--- src/rtl/pss_pkg.sv ---
package pss_pkg;

    typedef enum logic {
        STEP_SINGLE = 1'b0,
        STEP_HOLD   = 1'b1
    } step_mode_e;

    // Smallest counter width able to hold values 0..n-1 (at least 1 bit).
    function automatic int cnt_width(input int n);
        return (n > 2) ? $clog2(n) : 1;
    endfunction

    // Next value of a counter that wraps to zero after limit-1.
    function automatic int wrap_inc(input int value, input int limit);
        return (value >= limit - 1) ? 0 : value + 1;
    endfunction

endpackage

--- src/rtl/pss_req_sync.sv ---
module pss_req_sync #(
    parameter int STAGES = 2
) (
    input  logic clk,
    input  logic rst,
    input  logic async_in,
    output logic level,
    output logic rise
);
    logic [STAGES-1:0] chain;
    logic              prev;

    generate
        if (STAGES == 1) begin : g_single
            always_ff @(posedge clk) begin
                if (rst) chain <= '0;
                else     chain <= async_in;
            end
        end else begin : g_multi
            always_ff @(posedge clk) begin
                if (rst) chain <= '0;
                else     chain <= {chain[STAGES-2:0], async_in};
            end
        end
    endgenerate

    always_ff @(posedge clk) begin
        if (rst) prev <= 1'b0;
        else     prev <= chain[STAGES-1];
    end

    assign level = chain[STAGES-1];
    assign rise  = chain[STAGES-1] & ~prev;
endmodule

--- src/rtl/pss_prescaler.sv ---
module pss_prescaler #(
    parameter int DIV = 10
) (
    input  logic clk,
    input  logic rst,
    input  logic extend,
    output logic tc
);
    localparam int CW = pss_pkg::cnt_width(DIV + 1);
    localparam logic [CW-1:0] LAST_N = CW'(DIV - 1);
    localparam logic [CW-1:0] LAST_X = CW'(DIV);

    logic [CW-1:0] cnt;

    // extend only changes on tc, so the modulus is fixed for a whole cycle
    assign tc = (cnt == (extend ? LAST_X : LAST_N));

    always_ff @(posedge clk) begin
        if (rst)     cnt <= '0;
        else if (tc) cnt <= '0;
        else         cnt <= cnt + 1'b1;
    end
endmodule

--- src/rtl/pss_prog_counter.sv ---
module pss_prog_counter #(
    parameter int COUNT = 10
) (
    input  logic clk,
    input  logic rst,
    input  logic adv,
    output logic first,
    output logic wrap
);
    localparam int PW = pss_pkg::cnt_width(COUNT);
    localparam logic [PW-1:0] LAST = PW'(COUNT - 1);

    logic [PW-1:0] cnt;

    assign first = (cnt == '0);
    assign wrap  = adv && (cnt == LAST);

    always_ff @(posedge clk) begin
        if (rst)       cnt <= '0;
        else if (wrap) cnt <= '0;
        else if (adv)  cnt <= cnt + 1'b1;
    end
endmodule

--- src/rtl/pss_swallow_ctrl.sv ---
module pss_swallow_ctrl
    import pss_pkg::*;
#(
    parameter int TOTAL = 100
) (
    input  logic                          clk,
    input  logic                          rst,
    input  step_mode_e                    mode,
    input  logic                          req_level,
    input  logic                          req_rise,
    input  logic                          boundary,
    output logic                          active,
    output logic                          tick,
    output logic [cnt_width(TOTAL)-1:0]   steps
);
    localparam int SW = cnt_width(TOTAL);
    localparam logic [SW-1:0] LAST = SW'(TOTAL - 1);

    logic pending;
    logic next_active;

    always_comb begin
        if (mode == STEP_HOLD) next_active = req_level;
        else                   next_active = pending;
    end

    always_ff @(posedge clk) begin
        if (rst) begin
            pending <= 1'b0;
            active  <= 1'b0;
            tick    <= 1'b0;
            steps   <= '0;
        end else begin
            tick <= boundary;
            if (mode == STEP_HOLD) begin
                pending <= 1'b0;
            end else if (boundary) begin
                pending <= req_rise;
            end else if (req_rise) begin
                pending <= 1'b1;
            end
            if (boundary) begin
                active <= next_active;
                if (next_active) steps <= (steps == LAST) ? '0 : steps + 1'b1;
            end
        end
    end
endmodule

--- src/rtl/pss_phase_stepper.sv ---
module pss_phase_stepper
    import pss_pkg::*;
#(
    parameter int PRE_DIV     = 10,
    parameter int PROG_CNT    = 10,
    parameter int SYNC_STAGES = 2
) (
    input  logic                                   clk,
    input  logic                                   rst,
    input  logic                                   mode,
    input  logic                                   swallow_req,
    output logic                                   out_tick,
    output logic [cnt_width(PRE_DIV*PROG_CNT)-1:0] step_count
);
    localparam int TOTAL = PRE_DIV * PROG_CNT;

    logic req_level, req_rise;
    logic active, first_count, pre_tc, boundary;

    pss_req_sync #(.STAGES(SYNC_STAGES)) u_sync (
        .clk(clk), .rst(rst), .async_in(swallow_req),
        .level(req_level), .rise(req_rise)
    );

    // The one stretched prescale cycle is the first of the period.
    pss_prescaler #(.DIV(PRE_DIV)) u_pre (
        .clk(clk), .rst(rst), .extend(active && first_count), .tc(pre_tc)
    );

    pss_prog_counter #(.COUNT(PROG_CNT)) u_prog (
        .clk(clk), .rst(rst), .adv(pre_tc),
        .first(first_count), .wrap(boundary)
    );

    pss_swallow_ctrl #(.TOTAL(TOTAL)) u_ctrl (
        .clk(clk), .rst(rst), .mode(step_mode_e'(mode)),
        .req_level(req_level), .req_rise(req_rise), .boundary(boundary),
        .active(active), .tick(out_tick), .steps(step_count)
    );
endmodule

--- config.mk ---
export PLATFORM = sky130hd
export DESIGN_NAME = pss_phase_stepper
export DESIGN_NICKNAME = d
export VERILOG_FILES = /design/src/rtl/pss_pkg.sv /design/src/rtl/pss_req_sync.sv /design/src/rtl/pss_prescaler.sv /design/src/rtl/pss_prog_counter.sv /design/src/rtl/pss_swallow_ctrl.sv /design/src/rtl/pss_phase_stepper.sv
export SDC_FILE = /design/constraint.sdc
export NUM_CORES = 1
export LEC_CHECK = 0
export ABC_AREA = 1
export BUFFER_PORTS_ARGS = -buffer_cell sky130_fd_sc_hd__clkbuf_2
export CORE_MARGIN = 3
export CORE_UTILIZATION = 25
export CTS_CLUSTER_DIAMETER = 60
export DETAILED_ROUTE_END_ITERATION = 6
export GPL_TIMING_DRIVEN = 0
export HOLD_SLACK_MARGIN = 0.06
export PLACE_DENSITY = 0.53
export SLEW_MARGIN = 20
export SYNTH_ARGS = -nofsm -noshare
export SYNTH_HDL_FRONTEND = slang
export SYNTH_SLANG_ARGS = --single-unit
--- constraint.sdc ---
create_clock -name clk -period 1.6 [get_ports clk]
set_input_delay 0.08 -clock clk [delete_from_list [all_inputs] [get_ports clk]]
set_output_delay 0.08 -clock clk [all_outputs]
set_load 0.005 [all_outputs]
**Word level (Yosys, flattened, before mapping)**

Cells that the tools add are included.

- $add $sub $neg: 3
- Equal/unequal tests: 3
- Reduce and logical (&&, ||, !) cells: 8
- Bitwise gates (word level): 2
- Multiplexer cells: 5

Operator list:

| operator | number |
|---|---|
| adder 4 x 1 -> 4 bit (second input constant) | 2 |
| adder 7 x 1 -> 7 bit (second input constant) | 1 |
| equality test 7 bit (second input constant) | 1 |
| 2-to-1 mux 7 bit | 1 |
| OR reduction 2 bit | 3 |
| equality test 4 bit | 1 |
| equality test 4 bit (second input constant) | 1 |
| logical NOT 4 bit | 1 |
| 2-to-1 mux 1 bit | 3 |
| logical AND 1 bit | 2 |
| 2-to-1 mux 2 bit | 1 |
| AND reduction 2 bit | 1 |
| nonzero test 2 bit | 1 |
| AND 1 bit | 1 |
| NOT 1 bit | 1 |

- Register bits: 21
- Word-level logic and storage cells: 29
- Output and inout port bits: 8
- Bits of input ports: 4

**Logic depth before layout (Yosys ltp)**

Gate-level depths: netlist of run 1.

- Word-level depth: 6
- Mapped depth: 11
- Mapped depth without buffers: 11

**Hierarchy**

Synthesis of run 1 repeated with hierarchy kept, for this count alone.

- Cell total of the unflattened synthesis: 143
- Area total of the unflattened synthesis: 1008.5 um2

By module, submodules not included:

| module | area each (um2) | times used | cells each | seq. area each (um2) |
|---|---|---|---|---|
| pss_swallow_ctrl | 485.5 | 1 | 72 | 200.2 |
| pss_prog_counter | 237.7 | 1 | 33 | 80.1 |
| pss_prescaler | 191.4 | 1 | 26 | 80.1 |
| pss_req_sync | 86.3 | 1 | 10 | 60.1 |
| pss_phase_stepper | 7.5 | 1 | 2 | 0.0 |

**Least setup slack after synthesis of run 1**

OpenSTA, ideal clock, no wires.

- Path kind: reg-to-reg
- Start: register u_prog.cnt[0]
- End: register u_ctrl.pending
- Setup slack: 0.182 ns
- Required time: 1.483 ns
- Library setup time: 0.117 ns
- Stages on the path, launching flop included: 10
- Arrival time: 1.301 ns
- Period minus slack after synthesis: 1.418 ns
- Buffers on the path: 0
- Cell sequence: dfxtp_1 > inv_1 > ha_1 > nand2_1 > inv_1 > nand2_4 > a21boi_4 > nand3_1 > nand2_1 > o21ai_1

- Cells in the longest elaborated chain, start to end: 6
- Elaborated cells on any way between the ends: 8
- Those cells by class: 2 x eq/ne; 2 x mux; 4 x reduce/logical

RTL lines:

| item | line | RTL |
|---|---|---|
| start, declared | pss_prog_counter.sv:13 | `logic [PW-1:0] cnt;` |
| start signal, assigned | pss_prog_counter.sv:21 | `else if (adv) cnt <= cnt + 1'b1;` |
| logical NOT 4 bit | pss_prog_counter.sv:15 | `assign first = (cnt == '0);` |
| logical AND 1 bit | pss_phase_stepper.sv:27 | `.clk(clk), .rst(rst), .extend(active && first_count), .tc(pre_tc)` |
| 2-to-1 mux 2 bit | pss_prescaler.sv:16 | `assign tc = (cnt == (extend ? LAST_X : LAST_N));` |
| equality test 4 bit | pss_prescaler.sv:16 |  |
| logical AND 1 bit * | pss_prog_counter.sv:16 | `assign wrap = adv && (cnt == LAST);` |
| 2-to-1 mux 1 bit or nonzero test 2 bit (tied branches) | - |  |
| end signal, assigned | pss_swallow_ctrl.sv:38 | `pending <= req_rise;` |
| end, declared | pss_swallow_ctrl.sv:19 | `logic pending;` |

Mark *: on every way between the ends. The rest lies on a longest branch, timed or not.
A chain may end at the register's enable or synchronous reset.

**Final worst setup path of run 1**

- Start: register u_prog.cnt[1]
- End: register u_ctrl.steps[1]

- Cells in the longest elaborated chain, start to end: 6
- Elaborated cells on any way between the ends: 7
- Those cells by class: 2 x eq/ne; 1 x mux; 4 x reduce/logical

RTL lines:

| item | line | RTL |
|---|---|---|
| logical NOT 4 bit | pss_prog_counter.sv:15 |  |
| logical AND 1 bit | pss_phase_stepper.sv:27 |  |
| 2-to-1 mux 2 bit | pss_prescaler.sv:16 |  |
| equality test 4 bit | pss_prescaler.sv:16 |  |
| logical AND 1 bit * | pss_prog_counter.sv:16 |  |
| AND reduction 2 bit (no line) * | - |  |
| end signal, assigned | pss_swallow_ctrl.sv:44 | `if (next_active) steps <= (steps == LAST) ? '0 : steps + 1'b1;` |
| end, declared | pss_swallow_ctrl.sv:14 | `output logic [cnt_width(TOTAL)-1:0] steps` |

Marks and branches as above.

==> metrics.txt, run 1 <==
result of the run=completed; Syn Nets=162; Die Footprint=roughly 5400 µm²; H-tree levels=1; Synth Area in Adders=5.49%; Total Wirelength=2.20 mm; compound-gate portion of the synthesized area=under 10%; Core Rows=23; layout cells sized above 1=between 20% and 30%; largest family of logic cells by synthesized area=simple AND/OR/NAND/NOR gates; area grow syn2layout=21.1%; FF+latch count, synth=21; DRC Markers=0; TritonRoute pass-1 iters=4; number of global-route vias before repair=916; LEAKAGE=slightly below 0.6 nW; largest net degree at the start of global routing=13; Worst Skew=~0.0011 ns; DR iter-0 viols=27; Final Hold Fails=0; routed len/inst=just under 10 µm; period utilization=a little over nine tenths; critical path class=reg -> reg; sequential area share after synthesis=a little under two fifths; Util after Layout=32.8%; CTS Buf Count=3; TritonCTS clock tree=built; Yosys cell types=24; Post-DRT Antenna Nets=0; Worst slew margin=61.7%; Worst Path Required=1.81 ns; Post-Synth Simple-Gate Area=between 30 and 40%; GR Overflow Total=0; Max Cap Viol=0; clock root cell=clkbuf_8; CTS max path bufs=2; initial antenna violation count=0; routability cong.=around 0.77; Ports=12; Syn. warnings=0; syn_area_per_cell=~7.4 µm²; Crit. End Element=flop; Vias=~1000; Power Density=between 600 and 700 nW/µm²; CTS sink count=21; core area=about 4200 µm²; Worst-Skew Late Latency=0.26 ns; worst hold path class=in -> reg; Die W=73.5 µm; Setup WS post-layout=between 0.09 and 0.1 ns; maximum net fanout on the critical path=8; Final Max Slew Viols=0; Die H=roughly 73 µm; drt via density=around 4.4; peak supply drop=0.385 mV; global-route wire length before repair=between 3 and 4 mm; All-Layer GR Usage=under 10%; post-detail-place hpwl=about 1.6 mm; endpoints failing setup=0; leading post-synthesis cells by cell area=dfxtp_1 37%, inv_1 8.9%, nand2_1 8.6%, nor2_1 8.6%, nand3_1 7.9%; Port Buf Inserts=10; dominant cell type by area after synthesis=dfxtp_1; mapped cell area=about 1100 µm²; post-synthesis xor/xnor area fraction=3.85%; worst endpoint data arrival time=about 1.7 ns; Final min period=roughly 1.5 ns; mux contribution to synthesized area=0%; setup_tns=0 ns; worst slack at placement=-0.0411 ns; Starting Density=27.1%; Max Freq=0.666 GHz; Syn Inst Count=about 150; fin nets=182; RSZ-0062 raised after global routing=yes; top cell type's share of synthesized area=a little under two fifths; clock-pin slew on the worst setup and hold paths=0.08 ns; Slew @ Worst Pin=roughly 0.57 ns; startpoint types=flop; diode count=0
## cells by family (layout without fill, tap and decap cells)
logic type | Yosys count | count (layout)
buffers and inverters | 29 | 48
xor gates and xnor gates | 5 | 5
and+or+nand+nor | 84 | 84
adders and majority gates | 5 | 5
AOI/OAI and AO/OA | 9 | 9
DFF | 21 | 21
## flip-flops by register name, summed over array words and instances, names as in the netlist
name,cells
u_ctrl.active,1
u_ctrl.pending,1
u_ctrl.steps,7
u_sync.chain,2
u_prog.cnt,4
u_sync.prev,1
u_pre.cnt,4
u_ctrl.tick,1
## worst max-delay path, cell delays in order, from the launching register on
cell and delay, ns:
dfxtp_4 0.37, inv_4 0.06, ha_4 0.13, nand2_2 0.04, inv_2 0.09, nand2_4 0.07, a21boi_4 0.22, nand4_4 0.20
nand2_2 0.12, nand2_2 0.05, nor2_2 0.09
## final cells by class
| cell class | instances | area, µm² |
|---|---|---|
| Buffer | 1 | 3.75 |
| Clock buffer | 3 | 41.3 |
| Clock inverter | 1 | 5.00 |
| Fill cell | 464 | 2820 |
| Inverter | 28 | 111 |
| Multi-Input combinational cell | 103 | 636 |
| Sequential cell | 21 | 429 |
| Tap cell | 50 | 62.6 |
| Timing Repair Buffer | 15 | 90.1 |
## where the power goes
| part | leakage [nW] | switching [W] | internal [W] |
|---|---|---|---|
| sequential | 0.172 | 0.00000903 | 0.000529 |
| clock | 0.0255 | 0.000185 | 0.000174 |
| combinational | 0.391 | 0.0000304 | 0.0000171 |
## through the flow
stage / power, W / instance area (µm²) / std cells / hold WS (ns)
2_1_floorplan: 0.000588 / 1140 / 153 / 0.187
3_3_place_gp: 0.000599 / 1250 / 213 / 0.277
3_5_place_dp: 0.000600 / 1250 / 213 / 0.282
4_1_cts: 0.000960 / 1310 / 218 / 0.134
5_1_grt: 0.000989 / 1380 / 222 / 0.168
6_report: 0.000944 / 1380 / 222 / 0.132
## worst paths after layout
path	from	to	slack [ns]	cells past startpoint
min	mode	u_ctrl.pending	0.13	4
min reg2reg	u_sync.chain[0]	u_sync.chain[1]	0.41	2
max	u_prog.cnt[1]	u_ctrl.steps[1]	0.1	10
max reg2reg	u_prog.cnt[1]	u_ctrl.steps[1]	0.1	10
## layout by cell type, fill, tap and decap left out, types with 4 or more instances in the layout
cell type,count
clkbuf_2,10
inv_1,24
buf_4,4
a21oi_1,6
ha_1,4
nor2_1,24
nand2_2,5
nand3_1,18
dfxtp_1,18
nand2_1,22
## repair_timing
action / in CTS / in global routing
buffers inserted: 0 / 4
pin swaps: 0 / 6
hold endpoints to repair: 1 / 0
gates resized for setup: 2 / 16
endpoints found under the setup margin: 6 / 13
hold buffers: 1 / 0
## cell usage after synthesis
library cell,instances
a21boi_4,1
a21oi_1,6
clkbuf_1,1
clkinv_2,1
dfxtp_1,21
ha_1,5
inv_1,27
nand2_1,26
nand2_2,1
nand2_4,1
nand3_1,18
nand3_4,2
nand4_1,2
nand4_4,1
nor2_1,26
nor2_2,1
nor2_4,2
nor2_8,1
nor3_1,1
nor3_2,1
nor3b_1,1
o21ai_1,2
xnor2_1,3
xor2_1,2
## per-layer routing
layer	track usage, %	vias up	share of wire, %
li1	-	516	-
met1	12.7	443	51
met2	13.7	15	44
met3	1.50	4	2.6
met4	5.63	0	2.4
met5	0	-	0
Power figures use the tool's default switching activity.
==> inputs of run 2 (changes only) <==
Settings changed: SYNTH_HIERARCHICAL set to 1.
==> run 2 against run 1 <==
Effect of this change:
- the flow now finishes with violations (negative setup slack)
- non-clock buffer count grew 6
- worst hold slack improved by 0.0033 ns
- area after synthesis shrank 11%
- critical path depth grew 9
- largest cell class unchanged
- critical endpoint is now u_ctrl/steps[3]
- combinational power barely moved
- utilization increased by 2.3 points
- clock skew rose by 0.0016 ns
- highest routed layer unchanged
- fmax shrank 20%
- global-route usage shrank 0.64 points
==> metrics.txt, run 2 <==
result of the run=finished with violations (was completed); violated checks=negative setup slack; LEAKAGE=0.561 nW (was 0.589 nW); worst hold path class=in -> reg (unchanged); CTS max path bufs=2 (unchanged); commonest non-fill, non-tap cell in the layout=nand2_1; maximum net fanout on the critical path=5 (was 8); leading post-synthesis cells by cell area=dfxtp_1 42%, nand2_1 12%, inv_1 11%, nor2_1 8.2%, ha_1 6.2% (was dfxtp_1 37%, inv_1 8.9%, nand2_1 8.6%, nor2_1 8.6%, nand3_1 7.9%); routed len/inst=8.84 µm (was 9.89 µm); fin nets=178 (was 182); CP Cell Sequence=inv_4 > ha_4 > nand2_2 > nor2_1 > nand2_1 > inv_2 > inv_2 > nand2_2 > nand3_4 > inv_4 > nand4_1 > inv_2 > nand2_2 > nor2_4 > buf_6 > nand2_2 > nand2_1 > nand2_1 > nor2_2 (was inv_4 > ha_4 > nand2_2 > inv_2 > nand2_4 > a21boi_4 > nand4_4 > nand2_2 > nand2_2 > nor2_2); FF+latch count, synth=21 (unchanged); slowest library cell on the worst path=dfxtp_4 (unchanged); GR Overflow Total=0 (unchanged); diode count=0 (unchanged); CTS Buf Count=3 (unchanged); Port Buf Inserts=11 (was 10); compound-gate portion of the synthesized area=4.47% (was 5.16%); syn_area_per_cell=7.05 µm² (was 7.44 µm²); Final Max Slew Viols=0 (unchanged); H-tree levels=1 (unchanged); Total Wirelength=1.91 mm (was 2.20 mm); cell mode on critical path=nand2_2 (unchanged); Worst Path Required=1.80 ns (was 1.81 ns); Power Density=707 nW/µm² (was 685 nW/µm²); DR iter-0 viols=47 (was 27); Reg with most FFs=u_ctrl/steps (was u_ctrl.steps); most frequent cells in the layout=24 x nand2_1, 22 x nor2_1, 22 x inv_1 (was 24 x inv_1, 24 x nor2_1, 22 x nand2_1); Die W=69.5 µm (was 73.5 µm); clock-pin slew on the worst setup and hold paths=0.08 ns (about the same); largest family of logic cells by synthesized area=simple AND/OR/NAND/NOR gates (unchanged); Syn Inst Count=143 (was 153); Final Hold Fails=0 (unchanged); Final min period=1.87 ns (was 1.50 ns); count leader, synth=nand2_1 (was inv_1); initial antenna violation count=0 (unchanged); Syn. warnings=6 (was 0); Yosys cell types=18 (was 24); Max Cap Viol=0 (unchanged); Syn Nets=152 (was 162); startpoint types=flop (unchanged); Vias=872 (was 978); mapped cell area=1010 µm² (was 1140 µm²); Worst-Skew Late Latency=0.26 ns (about the same); Ports=12 (unchanged); cell area after layout=1320 µm² (was 1380 µm²); post-synthesis xor/xnor area fraction=3.47% (was 3.85%); Post-DRT Antenna Nets=0 (unchanged); dominant cell type by area after synthesis=dfxtp_1 (unchanged); worst endpoint data arrival time=2.07 ns (was 1.71 ns); Worst slew margin=83.5% (was 61.7%); Starting Density=26.7% (was 27.1%); most frequent cells after synthesis=31 x nand2_1, 29 x inv_1, 22 x nor2_1, 21 x dfxtp_1, 9 x nand3_1 (was 27 x inv_1, 26 x nand2_1, 26 x nor2_1, 21 x dfxtp_1, 18 x nand3_1); critical path class=reg -> reg (unchanged); Core Rows=22 (was 23); CTS sink count=21 (unchanged); largest net degree at the start of global routing=12 (was 13); peak per-stage delay on the critical path=0.36 ns (was 0.37 ns); Die Footprint=4830 µm² (was 5400 µm²); period utilization=117% (was 93.8%); drt via density=4.04 (was 4.41); Die H=69.5 µm (was 73.5 µm); Crit. End Element=flop (unchanged); max FFs per register=7 (unchanged); top cell type's share of synthesized area=41.7% (was 36.9%); clock root cell=clkbuf_8 (unchanged); sequential area share after synthesis=41.7% (was 36.9%); endpoints failing setup=8 (was 0); biggest regs=u_ctrl/steps: 7 flops, u_pre/cnt: 4 flops, u_prog/cnt: 4 flops (was u_ctrl.steps: 7 flops, u_pre.cnt: 4 flops, u_prog.cnt: 4 flops); worst slack at placement=-0.422 ns (was -0.0411 ns); DRC Markers=0 (unchanged); routability cong.=0.725 (was 0.767); TritonCTS clock tree=built (unchanged); RSZ-0062 raised after global routing=yes (unchanged); global-route wire length before repair=3.44 mm (was 3.95 mm); Setup WS post-layout=-0.272 ns (was 0.0990 ns); Worst Skew=0.00268 ns (was 0.00105 ns); post-detail-place hpwl=1.31 mm (was 1.61 mm); Max Freq=0.534 GHz (was 0.666 GHz); Post-synth top flop=dfxtp_1 (unchanged); TritonRoute pass-1 iters=4 (unchanged); mux contribution to synthesized area=0% (unchanged); Post-Synth Simple-Gate Area=32.3% (was 38.9%); area grow syn2layout=31.1% (was 21.1%); number of flops mapped to enable cells by yosys=0 (unchanged); Synth Area in Adders=6.20% (was 5.49%); placed cell area=1130 µm² (was 1250 µm²); All-Layer GR Usage=8.71% (was 9.35%); core area=3770 µm² (was 4200 µm²); number of global-route vias before repair=812 (was 916); Slew @ Worst Pin=0.248 ns (was 0.571 ns); ys async rst share=0% (unchanged); peak supply drop=0.226 mV (was 0.385 mV); Layout fillers=415 (was 464); layout cells sized above 1=31.5% (was 25.0%)
-- run 2: logic make-up (layout without fill, tap and decap cells) --
family,Yosys count,in the layout
buffers and inverters,30,55
flip-flops,21,21
AND/OR/NAND/NOR,74,74
adder cells (fa/ha/maj),5,5
XOR/XNOR,4,4
AO/OA/AOI/OAI,9,9
-- run 2: repair_timing --
action,in CTS,in global routing
hold endpoints to repair,2,0
cloned,1,0
setup endpoints to repair,9,13
pin swaps,9,7
gates resized for setup,14,10
hold buffers,2,0
setup buffers,6,1
-- run 2: final timing paths --
kind,startpoint,cells after the start,slack (ns),endpoint
setup / recovery,u_prog/cnt[0],19,-0.27,u_ctrl/steps[3]
hold / removal,rst,2,0.14,u_ctrl/steps[3]
setup reg to reg,u_prog/cnt[0],19,-0.27,u_ctrl/steps[3]
hold reg to reg,u_sync/chain[0],2,0.41,u_sync/chain[1]
-- run 2: per-layer routing --
| layer | GRT usage [%] | vias to the layer above | part of all wire [%] |
|---|---|---|---|
| met4 | 5.21 | 0 | 2.6 |
| met5 | 0 | - | 0 |
| met2 | 14.1 | 12 | 45 |
| li1 | - | 478 | - |
| met1 | 10.8 | 377 | 50 |
| met3 | 1.30 | 5 | 2.6 |
-- run 2: per-stage QoR --
step	hold slack, ns	instances	total power [W]	utilization [%]	setup TNS [ns]
after floorplan	0.147	143	0.000579	-	-1.37
after global placement	0.276	202	0.000592	30.0	-3.12
after detailed placement	0.278	202	0.000593	30.0	-3.06
after CTS	0.144	215	0.000954	34.2	-2.03
after global routing	0.159	216	0.000983	35.1	-3.63
final	0.136	216	0.000935	35.1	-1.90
-- run 2: where the power goes --
group / switching, W / internal (W)
Combinational: 0.0000274 / 0.0000202
Sequential: 0.00000779 / 0.000531
Clock: 0.000172 / 0.000178
Total: 0.000207 / 0.000728
-- run 2: area by class of cell --
type | count | area [µm²] | area share (%)
flip-flops and latches | 21 | 425 | 32.2
well taps | 48 | 60.1 | 4.54
inverters | 29 | 114 | 8.61
multi-input cells | 92 | 528 | 39.9
clock buffers | 4 | 45.0 | 3.41
repair buffers | 21 | 139 | 10.5
plain buffers | 1 | 11.3 | 0.851
-- run 2: worst max-delay path, delay by kind of cell (launching register included) --
| kind | cells | cell delay (ns) |
|---|---|---|
| AND/OR/NAND/NOR | 12 | 0.88 |
| buffers and inverters | 6 | 0.43 |
| adder cells (fa/ha/maj) | 1 | 0.13 |
| flip-flops | 1 | 0.36 |
==> inputs of run 3 (changes only) <==
Settings changed: ABC_AREA 1 to 0, SYNTH_HIERARCHICAL 1 to not set.
==> run 3 against run 2 <==
Effect of this change:
- the flow now finishes without violations
- sequential cell count unchanged
- synthesized cell count decreased by 27%
- first-iteration DRC count down 45%
- critical path type unchanged
- largest cell class unchanged
- highest routed layer unchanged
==> metrics.txt, run 3 <==
result of the run=completed (was finished with violations); fin nets=138 (was 178); commonest non-fill, non-tap cell in the layout=dfxtp_1 (was nand2_1); Reg with most FFs=u_ctrl.steps (was u_ctrl/steps); CTS Buf Count=3 (unchanged); Post-synth top flop=dfxtp_1 (unchanged); Ports=12 (unchanged); TritonCTS clock tree=built (unchanged); WHS=0.165 ns (was 0.136 ns); Placed Cells=164 (was 202); Layout Cells excl Fill=176 (was 216); number of global-route vias before repair=798 (was 812); RSZ-0062 raised after global routing=yes (unchanged); Die H=68.9 µm (was 69.5 µm); Worst-Skew Late Latency=0.26 ns (about the same); leading post-synthesis cells by cell area=dfxtp_1 42%, ha_1 6.3%, a21oi_1 6.1%, nand3_1 3.5%, nand4b_1 2.7% (was dfxtp_1 42%, nand2_1 12%, inv_1 11%, nor2_1 8.2%, ha_1 6.2%); initial antenna violation count=0 (unchanged); sequential area share after synthesis=42.5% (was 41.7%); Final Max Slew Viols=0 (unchanged); Worst Skew=0.00341 ns (was 0.00268 ns); total design power=0.000933 W (was 0.000935 W); CTS max path bufs=2 (unchanged); DR iter-0 viols=26 (was 47); clock-pin slew on the worst setup and hold paths=0.08 ns (about the same); largest net degree at the start of global routing=13 (was 12); period utilization=98.7% (was 117%); Worst Path Required=1.81 ns (was 1.80 ns); syn_area_per_cell=9.43 µm² (was 7.05 µm²); count leader, synth=dfxtp_1 (was nand2_1); area grow syn2layout=32.0% (was 31.1%); CP Cell Sequence=inv_4 > ha_4 > and4bb_2 > mux2_4 > a211o_1 > nand2_1 (was inv_4 > ha_4 > nand2_2 > nor2_1 > nand2_1 > inv_2 > inv_2 > nand2_2 > nand3_4 > inv_4 > nand4_1 > inv_2 > nand2_2 > nor2_4 > buf_6 > nand2_2 > nand2_1 > nand2_1 > nor2_2); maximum net fanout on the critical path=8 (was 5); Port Buf Inserts=11 (unchanged); cell area after layout=1310 µm² (was 1320 µm²); max FFs per register=7 (unchanged); core area=3740 µm² (was 3770 µm²); CTS sink count=21 (unchanged); FF+latch count, synth=21 (unchanged); most frequent cells after synthesis=21 x dfxtp_1, 12 x a21oi_1, 7 x nand3_1 (was 31 x nand2_1, 29 x inv_1, 22 x nor2_1, 21 x dfxtp_1, 9 x nand3_1); Worst slew margin=64.9% (was 83.5%); ys async rst share=0% (unchanged); layout cells sized above 1=34.4% (was 31.5%); Syn Nets=114 (was 152); biggest regs=u_ctrl.steps: 7 flops, u_pre.cnt: 4 flops, u_prog.cnt: 4 flops (was u_ctrl/steps: 7 flops, u_pre/cnt: 4 flops, u_prog/cnt: 4 flops); mapped cell area=990 µm² (was 1010 µm²); Final Hold Fails=0 (unchanged); peak supply drop=0.314 mV (was 0.226 mV); Starting Density=26.4% (was 26.7%); TritonRoute pass-1 iters=4 (unchanged); GR Overflow Total=0 (unchanged); Total Wirelength=2.16 mm (was 1.91 mm); Yosys cell types=34 (was 18); DRC Markers=0 (unchanged); Final min period=1.58 ns (was 1.87 ns); Syn Inst Count=105 (was 143); drt via density=5.02 (was 4.04); global-route wire length before repair=3.59 mm (was 3.44 mm); top cell type's share of synthesized area=42.5% (was 41.7%); diode count=0 (unchanged); All-Layer GR Usage=10.1% (was 8.71%); Vias=883 (was 872); worst endpoint data arrival time=1.79 ns (was 2.07 ns); Post-DRT Antenna Nets=0 (unchanged); slowest library cell on the worst path=dfxtp_4 (unchanged); routed len/inst=12.3 µm (was 8.84 µm); Slew @ Worst Pin=0.527 ns (was 0.248 ns); Layout fillers=401 (was 415); routability cong.=0.666 (was 0.725); area occupied by multi-input gates=622 µm² (was 528 µm²); LEAKAGE=0.455 nW (was 0.561 nW); register area=427 µm² (was 425 µm²); worst hold path class=in -> reg (unchanged); most frequent cells in the layout=18 x dfxtp_1, 11 x a21oi_1, 11 x clkbuf_2 (was 24 x nand2_1, 22 x nor2_1, 22 x inv_1); Core Rows=22 (unchanged); Power Density=714 nW/µm² (was 707 nW/µm²); Die W=68.9 µm (was 69.5 µm); post-detail-place hpwl=1.51 mm (was 1.31 mm); placed cell area=1110 µm² (was 1130 µm²); Syn. warnings=0 (was 6); clock root cell=clkbuf_8 (unchanged); number of flops mapped to enable cells by yosys=0 (unchanged); Crit. End Element=flop (unchanged); startpoint types=flop (unchanged); peak per-stage delay on the critical path=0.37 ns (was 0.36 ns); critical path class=reg -> reg (unchanged); H-tree levels=1 (unchanged); Max Freq=0.633 GHz (was 0.534 GHz); dominant cell type by area after synthesis=dfxtp_1 (unchanged); endpoints failing setup=0 (was 8); Die Footprint=4750 µm² (was 4830 µm²); Util after Layout=34.9% (was 35.1%); Max Cap Viol=0 (unchanged)
## run 3: worst paths after layout
kind,start,end,slack [ns],depth (start not counted)
setup / recovery,u_prog.cnt[0],u_prog.cnt[2],0.02,6
hold / removal,rst,u_ctrl.steps[6],0.17,3
setup reg to reg,u_prog.cnt[0],u_prog.cnt[2],0.02,6
hold reg to reg,u_sync.chain[0],u_sync.chain[1],0.44,1
## run 3: per-layer routing
metal | track usage [%] | vias to the layer above | share of wire [%]
li1 | - | 439 | -
met1 | 11.3 | 428 | 46
met2 | 17.7 | 14 | 49
met3 | 3.40 | 2 | 4.4
met4 | 3.65 | 0 | 0.79
met5 | 0 | - | 0
## run 3: cells by family after synthesis
| group | after synthesis | synth area share [%] |
|---|---|---|
| XOR/XNOR | 1 | 0.885 |
| AO/OA/AOI/OAI | 25 | 14.9 |
| adder cells (fa/ha/maj) | 5 | 6.32 |
| multiplexers | 3 | 3.67 |
| buffers and inverters | 6 | 2.28 |
| AND/OR/NAND/NOR | 44 | 29.5 |
| flip-flops | 21 | 42.5 |
## run 3: layout make-up
cell class,instances,area share (%)
Inverter,4,1.53
Clock inverter,1,0.383
Clock buffer,3,3.16
Tap cell,48,4.60
Multi-Input combinational cell,78,47.6
Timing Repair Buffer,19,9.48
Buffer,2,0.575
Sequential cell,21,32.7
## run 3: through the flow
stage                     setup TNS, ns  worst slack (ns)
after detailed placement         -0.272            -0.112
final                                 0            0.0202
after global placement           -0.120           -0.0698
after CTS                       -0.0312           -0.0165
after global routing            -0.0388           -0.0199
after floorplan                       0            0.0370
## run 3: power breakdown
group / internal [W] / total (W) / switching [W]
logic: 0.0000243 / 0.0000440 / 0.0000197
registers: 0.000531 / 0.000542 / 0.0000120
clock network: 0.000173 / 0.000346 / 0.000173
total: 0.000728 / 0.000933 / 0.000205
## run 3: worst max-delay path: cells and delay by family (launching register included)
family | cells | cell delay [ns]
DFF | 1 | 0.37
muxes | 1 | 0.37
and+or+nand+nor | 2 | 0.32
AOI/OAI and AO/OA | 1 | 0.30
adders and majority gates | 1 | 0.11
buffers and inverters | 1 | 0.06
## run 3: repair_timing
action                                  4_1_cts  5_1_grt
endpoints found under the setup margin        7       15
pin swaps                                     3        5
hold buffers                                  2        0
hold endpoints to repair                      2        0
resized for setup                             3       20
buffers inserted                              4        2
